[src/rtl/tw_bus_pkg.sv]
package tw_bus_pkg;

  typedef struct packed {
    logic start;
    logic stop;
    logic scl_rise;
  } bus_evt_t;

endpackage

[src/rtl/twbs_cond_detect.sv]
module twbs_cond_detect
  import tw_bus_pkg::*;
(
  input  logic     clk,
  input  logic     rst_n,
  input  logic     scl_i,
  input  logic     sda_i,
  output bus_evt_t evt
);

  logic scl_q, sda_q;
  logic scl_d, sda_d;

  always_comb begin
    scl_d        = scl_i;
    sda_d        = sda_i;
    evt.start    = scl_q & scl_i & sda_q & ~sda_i;
    evt.stop     = scl_q & scl_i & ~sda_q & sda_i;
    evt.scl_rise = ~scl_q & scl_i;
  end

  always_ff @(posedge clk or negedge rst_n) begin
    if (!rst_n) begin
      scl_q <= 1'b1;
      sda_q <= 1'b1;
    end else begin
      scl_q <= scl_d;
      sda_q <= sda_d;
    end
  end

endmodule

[src/rtl/twbs_first_byte.sv]
module twbs_first_byte #(
  parameter int BYTE_W      = 8,
  parameter int PREFIX_W    = 5,
  parameter logic [PREFIX_W-1:0] PREFIX = 5'b00001
) (
  input  logic clk,
  input  logic rst_n,
  input  logic start_det,
  input  logic busy,
  input  logic scl_rise,
  input  logic sda_i,
  output logic code_hit
);

  localparam int CNT_W = $clog2(BYTE_W + 1);
  localparam logic [CNT_W-1:0] LAST_BIT = CNT_W'(BYTE_W - 1);

  logic [BYTE_W-1:0] shreg_q, shreg_d;
  logic [CNT_W-1:0]  cnt_q, cnt_d;
  logic              armed_q, armed_d;
  logic [BYTE_W-1:0] shifted;
  logic              take_bit;

  always_comb begin
    shifted  = {shreg_q[BYTE_W-2:0], sda_i};
    take_bit = armed_q & busy & scl_rise & ~start_det;
    shreg_d  = shreg_q;
    cnt_d    = cnt_q;
    armed_d  = armed_q;
    code_hit = 1'b0;
    if (start_det) begin
      cnt_d   = '0;
      armed_d = 1'b1;
    end else if (!busy) begin
      armed_d = 1'b0;
    end else if (take_bit) begin
      shreg_d = shifted;
      if (cnt_q == LAST_BIT) begin
        armed_d  = 1'b0;
        code_hit = (shifted[BYTE_W-1 -: PREFIX_W] == PREFIX);
      end else begin
        cnt_d = cnt_q + 1'b1;
      end
    end
  end

  always_ff @(posedge clk or negedge rst_n) begin
    if (!rst_n) begin
      shreg_q <= '0;
      cnt_q   <= '0;
      armed_q <= 1'b0;
    end else begin
      shreg_q <= shreg_d;
      cnt_q   <= cnt_d;
      armed_q <= armed_d;
    end
  end

endmodule

[src/rtl/twbs_stuck_timer.sv]
module twbs_stuck_timer #(
  parameter int TMO_CYCLES = 5_400_000
) (
  input  logic clk,
  input  logic rst_n,
  input  logic busy,
  input  logic start_det,
  input  logic scl_i,
  input  logic sda_i,
  output logic expire
);

  localparam int CNT_W = $clog2(TMO_CYCLES + 1);
  localparam logic [CNT_W-1:0] LIMIT = CNT_W'(TMO_CYCLES - 1);

  logic [CNT_W-1:0] cnt_q, cnt_d;
  logic             idle_lines;
  logic             run;

  always_comb begin
    idle_lines = scl_i & sda_i;
    run        = busy & ~start_det & ~idle_lines;
    expire     = run & (cnt_q == LIMIT);
    if (!run || expire) cnt_d = '0;
    else                cnt_d = cnt_q + 1'b1;
  end

  always_ff @(posedge clk or negedge rst_n) begin
    if (!rst_n) cnt_q <= '0;
    else        cnt_q <= cnt_d;
  end

endmodule

[src/rtl/tw_bus_supervisor.sv]
module tw_bus_supervisor
  import tw_bus_pkg::*;
#(
  parameter int TMO_CYCLES = 5_400_000,
  parameter int BYTE_W     = 8,
  parameter int PREFIX_W   = 5,
  parameter logic [PREFIX_W-1:0] PREFIX = 5'b00001
) (
  input  logic clk,
  input  logic rst_n,
  input  logic scl_i,
  input  logic sda_i,
  output logic start_pulse,
  output logic stop_pulse,
  output logic bus_busy,
  output logic hs_mode,
  output logic ack_inhibit,
  output logic if_reset
);

  localparam int SYNC_W = 2;

  logic [SYNC_W-1:0] rst_sync_q;
  logic              rst_int_n;
  bus_evt_t          evt;
  logic              code_hit, expire;
  logic              busy_d, hs_d, inh_d;

  always_ff @(posedge clk or negedge rst_n) begin
    if (!rst_n) rst_sync_q <= '0;
    else        rst_sync_q <= {rst_sync_q[SYNC_W-2:0], 1'b1};
  end
  assign rst_int_n = rst_sync_q[SYNC_W-1];

  twbs_cond_detect u_cond (
    .clk   (clk),
    .rst_n (rst_int_n),
    .scl_i (scl_i),
    .sda_i (sda_i),
    .evt   (evt)
  );

  twbs_first_byte #(
    .BYTE_W   (BYTE_W),
    .PREFIX_W (PREFIX_W),
    .PREFIX   (PREFIX)
  ) u_first (
    .clk       (clk),
    .rst_n     (rst_int_n),
    .start_det (evt.start),
    .busy      (bus_busy),
    .scl_rise  (evt.scl_rise),
    .sda_i     (sda_i),
    .code_hit  (code_hit)
  );

  twbs_stuck_timer #(
    .TMO_CYCLES (TMO_CYCLES)
  ) u_timer (
    .clk       (clk),
    .rst_n     (rst_int_n),
    .busy      (bus_busy),
    .start_det (evt.start),
    .scl_i     (scl_i),
    .sda_i     (sda_i),
    .expire    (expire)
  );

  always_comb begin
    busy_d = bus_busy;
    if (evt.stop || expire) busy_d = 1'b0;
    if (evt.start)          busy_d = 1'b1;

    hs_d = hs_mode;
    if (code_hit)           hs_d = 1'b1;
    if (evt.stop || expire) hs_d = 1'b0;

    inh_d = ack_inhibit;
    if (code_hit)                       inh_d = 1'b1;
    if (evt.start || evt.stop || expire) inh_d = 1'b0;
  end

  always_ff @(posedge clk or negedge rst_int_n) begin
    if (!rst_int_n) begin
      start_pulse <= 1'b0;
      stop_pulse  <= 1'b0;
      bus_busy    <= 1'b0;
      hs_mode     <= 1'b0;
      ack_inhibit <= 1'b0;
      if_reset    <= 1'b0;
    end else begin
      start_pulse <= evt.start;
      stop_pulse  <= evt.stop;
      bus_busy    <= busy_d;
      hs_mode     <= hs_d;
      ack_inhibit <= inh_d;
      if_reset    <= expire;
    end
  end

endmodule

[config.mk]
export PLATFORM = sky130hd
export DESIGN_NAME = tw_bus_supervisor
export DESIGN_NICKNAME = d
export VERILOG_FILES = /design/src/rtl/tw_bus_pkg.sv /design/src/rtl/twbs_cond_detect.sv /design/src/rtl/twbs_first_byte.sv /design/src/rtl/twbs_stuck_timer.sv /design/src/rtl/tw_bus_supervisor.sv
export SDC_FILE = /design/constraint.sdc
export NUM_CORES = 1
export LEC_CHECK = 0
export ABC_AREA = 1
export BUFFER_PORTS_ARGS = -buffer_cell sky130_fd_sc_hd__buf_2
export CORE_MARGIN = 2
export CORE_UTILIZATION = 30
export CTS_CLUSTER_DIAMETER = 200
export CTS_CLUSTER_SIZE = 30
export DETAILED_ROUTE_END_ITERATION = 10
export HOLD_SLACK_MARGIN = 0.05
export SLEW_MARGIN = 30
export SYNTH_ARGS = -nofsm -noshare
export SYNTH_HDL_FRONTEND = slang
export SYNTH_SLANG_ARGS = --single-unit
[constraint.sdc]
create_clock -name clk -period 1.5 [get_ports clk]
set_input_delay 0.3 -clock clk [delete_from_list [all_inputs] [get_ports clk]]
set_output_delay 0.3 -clock clk [all_outputs]
set_load 0.05 [all_outputs]
== Word-level counts from Yosys, hierarchy flattened ==
Index checks and enable logic that the tools add are counted.

* Logic and storage cells: 70
* Output and inout bits: 6
* Register bits: 45

* Add/subtract/negate cells: 2
* Bitwise logic cells: 18
* Multiplexer cells: 18
* Eq/ne operators: 6
* Reduce and logical (&&, ||, !) cells: 13

{| class="wikitable"
|+ Operators by type and width
! cell !! count
|-
| 23-bit by 1-bit adder with 23-bit output (second input constant) || 1
|-
| 23-bit == test (second input constant) || 1
|-
| 23-bit 2-to-1 mux || 1
|-
| 4-bit 2-to-1 mux || 4
|-
| 1-bit bitwise AND || 13
|-
| 1-bit 2-to-1 mux || 13
|-
| 2-bit nonzero test || 5
|-
| 3-bit by 1-bit inequality test with 1-bit output (second input constant) || 2
|-
| 3-bit AND reduction || 2
|-
| 5-bit by 1-bit == test with 1-bit output (second input constant) || 1
|-
| 1-bit inverter || 5
|-
| 4-bit by 1-bit adder with 4-bit output (second input constant) || 1
|-
| 4-bit by 3-bit == test with 1-bit output (second input constant) || 1
|-
| 1-bit logical OR || 4
|-
| 2-bit by 1-bit inequality test with 1-bit output (second input constant) || 1
|-
| 2-bit AND reduction || 1
|-
| 1-bit logical NOT || 1
|}

== Depth between registers and ports, before layout ==
* Depth after elaboration: 10
* Depth in mapped cells: 8

== Hierarchy ==
Synthesis repeated with hierarchy kept, for this count alone.

* Cells, all modules: 316
* Area, all modules: 2384.8 um^2

{| class="wikitable"
|+ Modules (own cells, without submodules)
! module !! instances !! area an instance (um^2) !! cells each
|-
| twbs_stuck_timer || 1 || 1478.9 || 216
|-
| twbs_first_byte || 1 || 576.8 || 71
|-
| tw_bus_supervisor || 1 || 242.7 || 18
|-
| twbs_cond_detect || 1 || 86.3 || 11
|}

== Worst setup path after synthesis ==
OpenSTA, ideal clock, no wires.

* Kind: reg2reg
* Start: reg bus_busy
* End: reg ack_inhibit
* Setup slack: 0.059 ns
* Setup time: 0.071 ns
* Stages on the path, launching flop included: 9
* Data arrival time: 1.370 ns
* Clock period less this slack: 1.441 ns
* Path buffers: 0
* Required time: 1.429 ns
* Cell sequence: dfrtp_1 > nand2_1 > inv_1 > nand3_1 > nor2_1 > nand2_1 > nand2_1 > nand2_1 > nor2_1

* Longest elaborated chain between the ends: 7
* Elaborated cells between the ends (all ways): 12

{| class="wikitable"
|+ Ends and longest elaborated chain
! what !! line !! text
|-
| from (decl) || tw_bus_supervisor.sv:15 || <nowiki>output logic bus_busy,</nowiki>
|-
| from (signal assigned) || tw_bus_supervisor.sv:94 || <nowiki>bus_busy <= busy_d;</nowiki>
|-
| 1-bit bitwise AND (3 in a row) || twbs_first_byte.sv:26 || <nowiki>take_bit = armed_q & busy & scl_rise & ~start_det;</nowiki>
|-
| 1-bit 2-to-1 mux || twbs_first_byte.sv:36 || <nowiki>end else if (take_bit) begin</nowiki>
|-
| 1-bit 2-to-1 mux || twbs_first_byte.sv:34 || <nowiki>end else if (!busy) begin</nowiki>
|-
| 1-bit 2-to-1 mux || twbs_first_byte.sv:31 || <nowiki>if (start_det) begin</nowiki>
|-
| 2-bit nonzero test (no source line) || - ||
|-
| to (signal assigned) || tw_bus_supervisor.sv:96 || <nowiki>ack_inhibit <= inh_d;</nowiki>
|-
| to (decl) || tw_bus_supervisor.sv:17 || <nowiki>output logic ack_inhibit,</nowiki>
|}

Parallel ways exist; a longest one is shown, timed or not.
A chain may end at the register's enable or synchronous reset.

== Worst setup path after layout ==
* Start: reg u_timer.cnt_q[0]
* End: reg u_timer.cnt_q[20]

* Longest elaborated chain between the ends: 4
* Elaborated cells between the ends (all ways): 5

{| class="wikitable"
|+ Ends and longest elaborated chain
! what !! line !! text
|-
| from (decl) || twbs_stuck_timer.sv:16 || <nowiki>logic [CNT_W-1:0] cnt_q, cnt_d;</nowiki>
|-
| from (signal assigned) || twbs_stuck_timer.sv:30 || <nowiki>else cnt_q <= cnt_d;</nowiki>
|-
| branches (longest 3 deep; another with 23-bit by 1-bit adder with 23-bit output) || - ||
|-
| 23-bit 2-to-1 mux (*) || twbs_stuck_timer.sv:24 || <nowiki>if (!run || expire) cnt_d = '0;</nowiki>
|-
| named net u_timer.cnt_d[20] || twbs_stuck_timer.sv:16 ||
|}

Mark *: on every way through the listed nets, which the timed path passes.

==> metrics.yaml <==
leakage_nw: 1.14
die_w_um: 90.9
grt.met3_usage: 0.0209
cts_tree: "built"
timing.final.crit_share: 0.926
dr_total_vias: 1801
synth.avg_cell_area_um2: 7.78
detail-route-antenna-nets: 0
fin_skew_ns: 0.00587
io_pins: 10
diodes: 0
ir_drop_mv: 0.329
register_area_um2: 1130
pre_cts_slack_ns: 0.0726
critPathKind: "flop to flop"
fin_ws_ns: 0.111
clock-root-buffer: "clkbuf_8"
grt.met2_usage: 0.188
die_h_um: 90.9
portBuffers: 9
tns_ns: 0
grt.total_usage: 0.119
synthTopCellsByArea: "dfrtp_1, nand2_1, nor2_1"
clk_pin_slew_ns: 0.09
clockBufferDepth: 2
syn-num-nets: 297
ys_ff_latch: 45
synth_cell_types: 24
synth_top_area_frac: 0.475
place_congestion: 0.883
gr-usage-met1: 0.163
num_rows: 31
htree_num_levels: 2
post_drt_wl_per_cell_um: 10.7
initial_core_util: 0.310
min_path_type: "input port to flop"
clock.fmax_mhz: 720
overflow: 0
wirelength_um: 4480
insertion_delay_ns: 0.30
hold_violations: 0
path_cells: "ha_2, nand3_4, nor3_4, nand3_2, nand2_2, buf_12, nor2_1"
ys_seq_area_frac: 0.499
start_kind: "flop"
cts_inserted_buffers: 5
power.density_nw_per_um2: 931
critical_path_arrival_ns: 1.58
yosys.area.top_type: "dfrtp_1"
vias_per_cell: 4.32
first_pass_iters: 4
area_growth_pct: 16.8
total_power_mw: 2.46
finalSetupViolations: 0
fillers: 781
grt_setup_unrepaired: "true"
slew_viol_final: 0
finalHoldWorstSlack_ns: 0.112
nets: 323
core_um2: 7290
hpwl_um: 3450
end_kind: "flop"
busiest_layer: "met2"
drt_iter0_drc: 81
required_ns: 1.69
grt_pass1_vias: 1773
crit_fanout: 23
critPathSlowestCell: "dfrtp_1"
dieArea_um2: 8260
syn_area_um2: 2260
clock-sinks: 45
drc: 0
final_area_um2: 2640
worst_hold_path.num_cells: 1
ys_warn_count: 0
place_area_um2: 2490
fin_crit_ns: 1.39
antenna_found_initial: 0
outcome: "completed"
drv_cap: 0
layout-drive-gt1-share: 0.148
multi_input_area_um2: 1030
slowest_delay_ns: 0.36
grt_max_degree: 24
grt_pass1_wl_um: 8020
syn_inst: 291
r2r.worst_path.cells: 7
through the flow:
step,utilization,cells
global route,0.363,417
global placement,0.342,406
floorplan,-,291
detailed placement,0.342,406
CTS,0.356,415
finish,0.363,417
layer usage:
layer	wire, um	vias to the layer above
met5	0	-
met4	53	0
met3	89	4
met2	2060	17
met1	2280	831
li1	-	949
Yosys cell counts, drive strengths merged:
cell,n
o22ai,1
ha,2
a21oi,7
nand3,19
dfstp,2
o21ai,8
inv,31
nand4,6
clkbuf,1
dfrtp,43
conb,1
xor2,10
xnor2,4
nand2,76
nor3,4
nor2,74
buf,2
critical path: cells and delay by family (launching register included):
kind / cells / cell delay [ns]
adders and majority gates: 1 / 0.21
buffers and inverters: 1 / 0.15
DFF: 1 / 0.36
and+or+nand+nor: 5 / 0.55
power by group:
| part | leakage [nW] | internal, mW | total (mW) | switching [mW] |
|---|---|---|---|---|
| clock network | 0.0445 | 0.331 | 0.766 | 0.435 |
| registers | 0.596 | 1.33 | 1.39 | 0.0669 |
| logic | 0.504 | 0.108 | 0.300 | 0.191 |
flip-flops by register name, indices dropped and copies added, names as in the netlist:
signal,cells
start_pulse,1
hs_mode,1
u_timer.cnt_q,23
u_cond.sda_q,1
u_first.shreg_q,7
if_reset,1
stop_pulse,1
ack_inhibit,1
u_first.cnt_q,4
u_cond.scl_q,1
rst_sync_q,2
bus_busy,1
u_first.armed_q,1
cells in the final DEF (no fill, tap or decap), drive strengths merged:
master | Yosys | routed
o21ai | 8 | 8
dfrtp | 43 | 43
xnor2 | 4 | 4
nand2 | 76 | 76
clkinv | 0 | 1
o22ai | 1 | 1
clkbuf | 1 | 5
inv | 31 | 32
xor2 | 10 | 10
a21oi | 7 | 7
nand4 | 6 | 6
nor3 | 4 | 4
clkinvlp | 0 | 1
conb | 1 | 1
nand3 | 19 | 19
buf | 2 | 21
dlygate4sd3 | 0 | 1
dfstp | 2 | 2
ha | 2 | 2
nor2 | 74 | 74
kinds of logic after synthesis:
group	Yosys count	synth area share
other	1	0.00166
DFF	45	0.499
xor gates and xnor gates	14	0.0542
buffers and inverters	34	0.0630
AOI/OAI and AO/OA	16	0.0359
adders and majority gates	2	0.0111
and+or+nand+nor	179	0.336
layout make-up:
class,instances,area share
sequential,45,0.427
multi-input combinational,212,0.388
timing repair buffer,22,0.0596
tap,99,0.0469
inverter,31,0.0440
clock buffer,5,0.0260
clock inverter,3,0.00805
timing repair:
item | 4_1_cts | 5_1_grt
setup buffers | 0 | 2
hold buffers | 1 | 0
setup endpoints to repair | 0 | 25
resized for setup | 0 | 8
hold endpoints to repair | 2 | 0
worst paths after layout:
kind	endpoint	slack, ns	start
max reg2reg	u_timer.cnt_q[20]	0.11	u_timer.cnt_q[0]
max	u_timer.cnt_q[20]	0.11	u_timer.cnt_q[0]
min in group asynchronous	u_first.cnt_q[1]	0.17	rst_sync_q[1]
min	u_cond.sda_q	0.11	sda_i
min reg2reg	u_first.cnt_q[1]	0.17	rst_sync_q[1]
max in group asynchronous	u_timer.cnt_q[11]	0.80	rst_sync_q[1]
No activity file was read; power rests on OpenSTA's default activity.
